## src/rtl/cfw_pkg.sv

```systemverilog
package cfw_pkg;
   typedef enum logic [1:0] {
      OPC_ALU  = 2'd0,
      OPC_XFER = 2'd1,
      OPC_STEP = 2'd2,
      OPC_JUMP = 2'd3
   } opc_e;

   localparam int FLG_Z = 0;
   localparam int FLG_N = 1;
   localparam int FLG_C = 2;
   localparam int FLG_V = 3;
endpackage

```

## src/rtl/cfw_stat_merge.sv

```systemverilog
module cfw_stat_merge #(
   parameter int NSRC  = 2,
   parameter int NFLAG = 4
) (
   input  logic                    clk,
   input  logic                    rst_n,
   input  logic [NSRC*NFLAG-1:0]   src_stat,
   input  logic [NSRC-1:0]         src_drive,
   output logic [NFLAG-1:0]        bus
);
   logic [NFLAG-1:0] gated [NSRC];

   for (genvar k = 0; k < NSRC; k++) begin : g_src
      assign gated[k] = src_drive[k] ? src_stat[k*NFLAG +: NFLAG] : '0;
   end

   always_comb begin
      bus = '0;
      for (int k = 0; k < NSRC; k++) begin
         bus = bus | gated[k];
      end
   end

   // undriven bus reads zero
   p_idle_bus_r2: assert property (@(posedge clk) disable iff (!rst_n)
      (src_drive == '0) |-> (bus == '0));
endmodule

```

## src/rtl/cfw_strobe_gen.sv

```systemverilog
module cfw_strobe_gen
   import cfw_pkg::*;
#(
   parameter int NFLAG     = 4,
   parameter bit DIRECT_EN = 1'b1
) (
   input  logic             clk,
   input  logic             rst_n,
   input  opc_e             op_class,
   input  logic             op_last,
   input  logic             strobe_direct,
   input  logic [NFLAG-1:0] strobe_in,
   output logic [NFLAG-1:0] ld
);
   logic [NFLAG-1:0] cls_ld;

   always_comb begin
      cls_ld = '0;
      if (op_last) begin
         unique case (op_class)
            OPC_ALU: begin
               cls_ld[FLG_Z] = 1'b1;
               cls_ld[FLG_N] = 1'b1;
               cls_ld[FLG_C] = 1'b1;
               cls_ld[FLG_V] = 1'b1;
            end
            OPC_XFER: begin
               cls_ld[FLG_Z] = 1'b1;
               cls_ld[FLG_N] = 1'b1;
            end
            OPC_STEP: begin
               cls_ld[FLG_Z] = 1'b1;
               cls_ld[FLG_N] = 1'b1;
               cls_ld[FLG_V] = 1'b1;
            end
            default: cls_ld = '0;
         endcase
      end
   end

   if (DIRECT_EN) begin : g_direct
      assign ld = strobe_direct ? strobe_in : cls_ld;
   end else begin : g_class_only
      logic unused_dir;
      assign unused_dir = strobe_direct ^ (^strobe_in);
      assign ld = cls_ld;
   end

   // branch class and non-final cycles request no load
   p_branch_none_r4: assert property (@(posedge clk) disable iff (!rst_n)
      (!strobe_direct && op_class == OPC_JUMP) |-> (ld == '0));
   p_not_last_none_r4: assert property (@(posedge clk) disable iff (!rst_n)
      (!strobe_direct && !op_last) |-> (ld == '0));
endmodule

```

## src/rtl/cfw_store.sv

```systemverilog
module cfw_store #(
   parameter int WIDTH  = 8,
   parameter int NFLAG  = 4,
   parameter int IE_POS = 4
) (
   input  logic             clk,
   input  logic             rst_n,
   input  logic [NFLAG-1:0] bus,
   input  logic [NFLAG-1:0] ld,
   input  logic             clear_all,
   input  logic             ie_set,
   input  logic             ie_clear,
   input  logic             restore_wr,
   input  logic [WIDTH-1:0] restore_data,
   output logic [WIDTH-1:0] q
);
   localparam int RSV_LO = IE_POS + 1;

   always_ff @(posedge clk) begin
      if (!rst_n) begin
         q <= '0;
      end else if (restore_wr) begin
         q <= restore_data;
      end else begin
         for (int i = 0; i < NFLAG; i++) begin
            if (clear_all)  q[i] <= 1'b0;
            else if (ld[i]) q[i] <= bus[i];
         end
         if (ie_clear)    q[IE_POS] <= 1'b0;
         else if (ie_set) q[IE_POS] <= 1'b1;
      end
   end

   // flags hold when nothing selects them
   p_hold_r3: assert property (@(posedge clk) disable iff (!rst_n)
      (!restore_wr && !clear_all && ld == '0) |=> (q[NFLAG-1:0] == $past(q[NFLAG-1:0])));
   // clear-all empties the condition flags
   p_clear_r5: assert property (@(posedge clk) disable iff (!rst_n)
      (clear_all && !restore_wr) |=> (q[NFLAG-1:0] == '0));
   // clear-all alone keeps interrupt-enable
   p_clear_keeps_ie_r5: assert property (@(posedge clk) disable iff (!rst_n)
      (!restore_wr && !ie_set && !ie_clear) |=> $stable(q[IE_POS]));
   // interrupt-enable set and clear
   p_ie_set_r6: assert property (@(posedge clk) disable iff (!rst_n)
      (ie_set && !ie_clear && !restore_wr) |=> q[IE_POS]);
   p_ie_clear_r6: assert property (@(posedge clk) disable iff (!rst_n)
      (ie_clear && !restore_wr) |=> !q[IE_POS]);
   // restore writes the full word
   p_restore_r7: assert property (@(posedge clk) disable iff (!rst_n)
      restore_wr |=> (q == $past(restore_data)));

   if (RSV_LO < WIDTH) begin : g_rsv_chk
      // reserved bits move only on restore
      p_reserved_r8: assert property (@(posedge clk) disable iff (!rst_n)
         !restore_wr |=> $stable(q[WIDTH-1:RSV_LO]));
   end
endmodule

```

## src/rtl/cond_flag_word.sv

```systemverilog
module cond_flag_word
   import cfw_pkg::*;
#(
   parameter int WIDTH     = 8,
   parameter int NFLAG     = 4,
   parameter int NSRC      = 2,
   parameter int IE_POS    = 4,
   parameter bit DIRECT_EN = 1'b1
) (
   input  logic                  clk,
   input  logic                  rst_n,
   input  logic [NSRC*NFLAG-1:0] src_stat,
   input  logic [NSRC-1:0]       src_drive,
   input  logic [1:0]            op_class,
   input  logic                  op_last,
   input  logic                  strobe_direct,
   input  logic [NFLAG-1:0]      strobe_in,
   input  logic                  clear_all,
   input  logic                  ie_set,
   input  logic                  ie_clear,
   input  logic                  restore_wr,
   input  logic [WIDTH-1:0]      restore_data,
   output logic [WIDTH-1:0]      flags_out,
   output logic                  ie_out
);
   if (NFLAG < 4) begin : g_bad_nflag
      $error("cond_flag_word: NFLAG must cover Z, N, C and V");
   end
   if (IE_POS < NFLAG || IE_POS >= WIDTH) begin : g_bad_iepos
      $error("cond_flag_word: IE_POS must lie above the flags and inside WIDTH");
   end
   if (NSRC < 1) begin : g_bad_nsrc
      $error("cond_flag_word: at least one status source is needed");
   end

   logic [NFLAG-1:0] stat_bus;
   logic [NFLAG-1:0] load_sel;
   logic [WIDTH-1:0] word_q;

   cfw_stat_merge #(.NSRC(NSRC), .NFLAG(NFLAG)) u_merge (
      .clk       (clk),
      .rst_n     (rst_n),
      .src_stat  (src_stat),
      .src_drive (src_drive),
      .bus       (stat_bus)
   );

   cfw_strobe_gen #(.NFLAG(NFLAG), .DIRECT_EN(DIRECT_EN)) u_strobe (
      .clk           (clk),
      .rst_n         (rst_n),
      .op_class      (opc_e'(op_class)),
      .op_last       (op_last),
      .strobe_direct (strobe_direct),
      .strobe_in     (strobe_in),
      .ld            (load_sel)
   );

   cfw_store #(.WIDTH(WIDTH), .NFLAG(NFLAG), .IE_POS(IE_POS)) u_store (
      .clk          (clk),
      .rst_n        (rst_n),
      .bus          (stat_bus),
      .ld           (load_sel),
      .clear_all    (clear_all),
      .ie_set       (ie_set),
      .ie_clear     (ie_clear),
      .restore_wr   (restore_wr),
      .restore_data (restore_data),
      .q            (word_q)
   );

   assign flags_out = word_q;
   assign ie_out    = word_q[IE_POS];
endmodule

```

## config.mk

```make
export PLATFORM = sky130hd
export DESIGN_NAME = cond_flag_word
export DESIGN_NICKNAME = d
export VERILOG_FILES = /design/src/rtl/cfw_pkg.sv /design/src/rtl/cfw_stat_merge.sv /design/src/rtl/cfw_strobe_gen.sv /design/src/rtl/cfw_store.sv /design/src/rtl/cond_flag_word.sv
export SDC_FILE = /design/constraint.sdc
export NUM_CORES = 1
export LEC_CHECK = 0
export BUFFER_PORTS_ARGS = -buffer_cell sky130_fd_sc_hd__clkbuf_2
export CAP_MARGIN = 5
export CORE_MARGIN = 1.5
export CORE_UTILIZATION = 33
export DETAILED_ROUTE_END_ITERATION = 6
export PLACE_DENSITY = 0.71
export RECOVER_POWER = 25
export REMOVE_ABC_BUFFERS = 1
export SYNTH_ARGS = -nofsm -noshare
export SYNTH_HDL_FRONTEND = slang
export SYNTH_SLANG_ARGS = --single-unit
```

## constraint.sdc

```tcl
create_clock -name clk -period 1.3 [get_ports clk]
set_input_delay 0.065 -clock clk [delete_from_list [all_inputs] [get_ports clk]]
set_output_delay 0.065 -clock clk [all_outputs]
set_load 0.02 [all_outputs]
```

### Word-level counts from Yosys, hierarchy flattened

Index checks and enable logic that the tools add are counted.

* word-level logic and storage cells: 35
* bits of input ports: 32
* register bits after elaboration: 8

* multiplexer cells: 18
* equal/unequal tests: 2
* reductions and logical operators: 8
* bitwise operators: 1

Operators by type and width (number)
* $mux 4: 4
* $reduce_bool 3->1: 5
* $mux 1: 12
* $mux 5: 1
* $or 4x4->4: 1
* $reduce_or 3->1: 1
* $eq 2x1->1 const B: 1
* $eq 2x2->1 const B: 1
* $logic_not 2->1: 1
* $mux 2: 1
* $reduce_or 2->1: 1

### Logic depth before layout (Yosys ltp)

* word-level depth: 8
* mapped depth: 4

### By module

Synthesis repeated with hierarchy kept, for this count alone.

* cell total of the unflattened synthesis: 57
* area total of the unflattened synthesis: 462.9 sq um

By module, submodules not included
* cfw_store: instances 1, sequential area each 160.2 sq um, area an instance 364.1 sq um, cells each 41
* cfw_strobe_gen: instances 1, sequential area each 0.0 sq um, area an instance 56.3 sq um, cells each 11
* cfw_stat_merge: instances 1, sequential area each 0.0 sq um, area an instance 35.0 sq um, cells each 4
* cond_flag_word: instances 1, sequential area each 0.0 sq um, area an instance 7.5 sq um, cells each 1

### Worst setup path after synthesis

No wires, ideal clock.

* path kind: input to register
* from: input port op_class[1]
* to: register u_store.q[2]
* setup time: 139 ps
* path slack: 247 ps
* path buffers: 0
* arrival: 914 ps
* stages on the path: 3
* required time: 1161 ps
* cell sequence: or4b_4 > a221oi_2 > a311oi_1

* longest elaborated chain between the ends: 5

Ends and longest elaborated chain
* from (decl): RTL line cond_flag_word.sv:14 `input logic [1:0] op_class,`
* $logic_not 2->1: RTL line cfw_strobe_gen.sv:20 `unique case (op_class)`
* $mux 1: RTL line cfw_strobe_gen.sv:20
* $mux 4: RTL line cfw_strobe_gen.sv:19 `if (op_last) begin`
* $mux 4: RTL line cfw_strobe_gen.sv:42 `assign ld = strobe_direct ? strobe_in : cls_ld;`
* $reduce_bool 3->1 (no line)
* to (signal assigned): RTL line cfw_store.sv:23 `q <= restore_data;`
* to (signal, indexed assignment): RTL line cfw_store.sv:27 `else if (ld[i]) q[i] <= bus[i];`
* to (decl): RTL line cfw_store.sv:15 `output logic [WIDTH-1:0] q`

No other way between the ends.
A chain may end at the register's enable or synchronous reset.

### Final worst setup path

* from: input port strobe_direct
* to: register u_store.q[2]

* longest elaborated chain between the ends: 2

Ends and longest elaborated chain
* from (decl): RTL line cond_flag_word.sv:16 `input logic strobe_direct,`
* $mux 4: RTL line cfw_strobe_gen.sv:42
* $reduce_bool 3->1 (no line)

No other way between the ends.

==> impl_metrics.yaml <==
setup_path:
  crit_path_start: "strobe_direct"
  crit_end: "u_store.q[2]$_SDFFE_PN0P_"
  critPathCaptureType: "flip-flop"
  rrSetupSlack_ps: 410
  crit_type: "in2reg"
  cp_max_fo: 7
  r2r_cells: 3
  arrival_ps: 1060
  rr_startpoint: "u_store.q[4]$_SDFFE_PN0P_"
  rr_endpoint: "u_store.q[4]$_SDFFE_PN0P_"
  start_kind: "primary input"
  cp.required_ps: 1430
routing:
  drcViolationCount: 0
  drtPass1Iterations: 4
  wl_mm: 1.286
  detail-route-antenna-nets: 0
  wl_per_cell_um: 11.59
  drt-initial-drc-count: 6
  via_per_inst: 5.090
  vias: 565
cts:
  post_cts_resized: 0
  clkTransAtPathRegs_ps: 60
  root_buffer: "clkbuf_4"
  hold_buffers: 0
  clock_path_buffers: 2
  clkLatencyLatePin_ps: 260
  cts_tree: "done"
  post_cts_buffers: 0
  h-tree-depth: 1
  numClockSinks: 8
  cts_buffers: 3
floorplan:
  start_util_pct: 35.93
  dieArea_mm2: 0.001690
  io_pins: 41
  rows: 13
  die_w_um: 41.11
  fp.dieH_um: 41.11
  coreArea_mm2: 0.001334
synth:
  ys_types: 24
  ys_warn_count: 0
  synth_largest_area_cell: "dfxtp_1"
  synth_commonest_cells: "dfxtp_1 (8), inv_1 (5), nor2_1 (5)"
  synthCells: 53
  synth.most_common_cell: "dfxtp_1"
  synth-seq-cells: 8
  ys_top_cells_by_area: "dfxtp_1 (33%), mux2i_1 (6.3%), a211oi_1 (6.3%)"
  avgSynthCellArea_um2: 9.042
  synth_ff_type: "dfxtp_1"
  yosys.area.top_type_share_pct: 33.42
  netlist_area_um2: 479.2
  synthArstFlopShare_pct: 0
  synth-edff-count: 0
  ys_seq_area_share_pct: 33.42
sta:
  period_share_pct: 71.86
  fin_worst_skew_ps: 0
  final-hold-violation-count: 0
  min_period_ps: 934.1
  finalWorstSetupSlack_ps: 365.9
  grt_setup_unrepaired: "false"
  setup-tns-final_ps: 0
  slew_headroom_pct: 78.34
  worst-slew-pin-transition_ps: 322.9
  fmax_mhz: 1071
  maxSlewViolCount: 0
  setup_viol: 0
  timing.hold.ws_ps: 31.27
cells_and_area:
  layout.nets: 130
  area_growth_pct: 49.61
  top_regs: "u_store.q (8)"
  largest_reg_flops: 8
  fin_cells: 111
  antennaDiodeCount: 0
  drive_gt1_share_pct: 52.08
  regMostFlops: "u_store.q"
global_route:
  grt.overflow.total: 0
  global_route.usage.total_pct: 18.42
  grt_pass1_vias: 456
  grt_max_degree: 9
  antenna_found_initial: 0
  grt_pass1_wl_mm: 1.932
outcome:
  status: "finished, final reports clean"
pwr:
  power_mw: 0.6471
  p_leak_nw: 0.3689
  powerDensity_mw_per_mm2: 902.6
  vdd_ir_drop_max_mv: 0.4835
run:
  cap_violations: 0
placement:
  port_buffers: 40
  pre_cts_slack_ps: 96.55
  dp_hpwl_mm: 1.063
  gp_congestion: 0.6710
  place_inst: 108
worst_hold_path:
  min_path_type: "in2reg"
-- through the flow --
stage	utilization [%]	area [um2]
2_1_floorplan	-	460.4
3_3_place_gp	52.06	694.4
3_5_place_dp	52.06	694.4
4_1_cts	53.75	716.9
5_1_grt	53.75	716.9
6_report	53.75	716.9
-- critical path: stages --
cell and delay [ps]:
clkbuf_2 130, or4b_4 500, a221oi_2 280, a311oi_1 70
-- layout make-up --
type | instances | area [um2]
fillers | 142 | 616.8
multi-input cells | 38 | 281.5
repair buffers | 42 | 215.2
flip-flops and latches | 8 | 160.2
clock buffers | 3 | 22.52
inverters | 5 | 18.77
well taps | 15 | 18.77
-- how the worst min path moves through the flow --
stage                               start                   endpoint  cells past startpoint
final                     restore_data[4]  u_store.q[4]$_SDFFE_PN0P_                      3
after global routing      restore_data[4]  u_store.q[4]$_SDFFE_PN0P_                      3
after CTS                 restore_data[3]  u_store.q[3]$_SDFFE_PN0P_                      3
after detailed placement  restore_data[3]  u_store.q[3]$_SDFFE_PN0P_                      3
after global placement    restore_data[4]  u_store.q[4]$_SDFFE_PN0P_                      3
after floorplan                restore_wr  u_store.q[3]$_SDFFE_PN0P_                      2
-- power breakdown --
| part | total [mW] | switching, mW | internal, mW |
|---|---|---|---|
| logic | 0.177 | 0.0893 | 0.0881 |
| registers | 0.271 | 0.00859 | 0.262 |
| clock network | 0.199 | 0.0925 | 0.106 |
-- cell usage in the layout (no fill, tap or decap), types with 2 or more instances in the layout --
master | Yosys | routed
a22o_1 | 3 | 3
dfxtp_1 | 8 | 8
nor2_1 | 5 | 5
clkbuf_2 | 0 | 40
a22oi_1 | 3 | 3
mux2i_1 | 3 | 3
inv_1 | 5 | 5
o2111a_1 | 2 | 2
clkbuf_4 | 0 | 3
o211ai_1 | 2 | 2
buf_4 | 1 | 2
nand2_1 | 4 | 4
a211oi_1 | 4 | 4
-- cells by family after synthesis --
kind of cell           after synthesis  synth area share (%)
DFF                                  8                 33.42
buffers and inverters                7                 7.834
muxes                                3                 6.267
and+or+nand+nor                     15                 17.23
AOI/OAI and AO/OA                   20                 35.25
-- routing by layer --
| metal | wire [um] | track usage (%) | up-vias |
|---|---|---|---|
| met5 | 0 | 0 | - |
| met4 | 51 | 14.52 | 0 |
| met3 | 66 | 3.804 | 5 |
| met2 | 601 | 28.13 | 19 |
| met1 | 568 | 22.08 | 250 |
| li1 | - | - | 291 |
No activity file was read; power rests on OpenSTA's default activity.
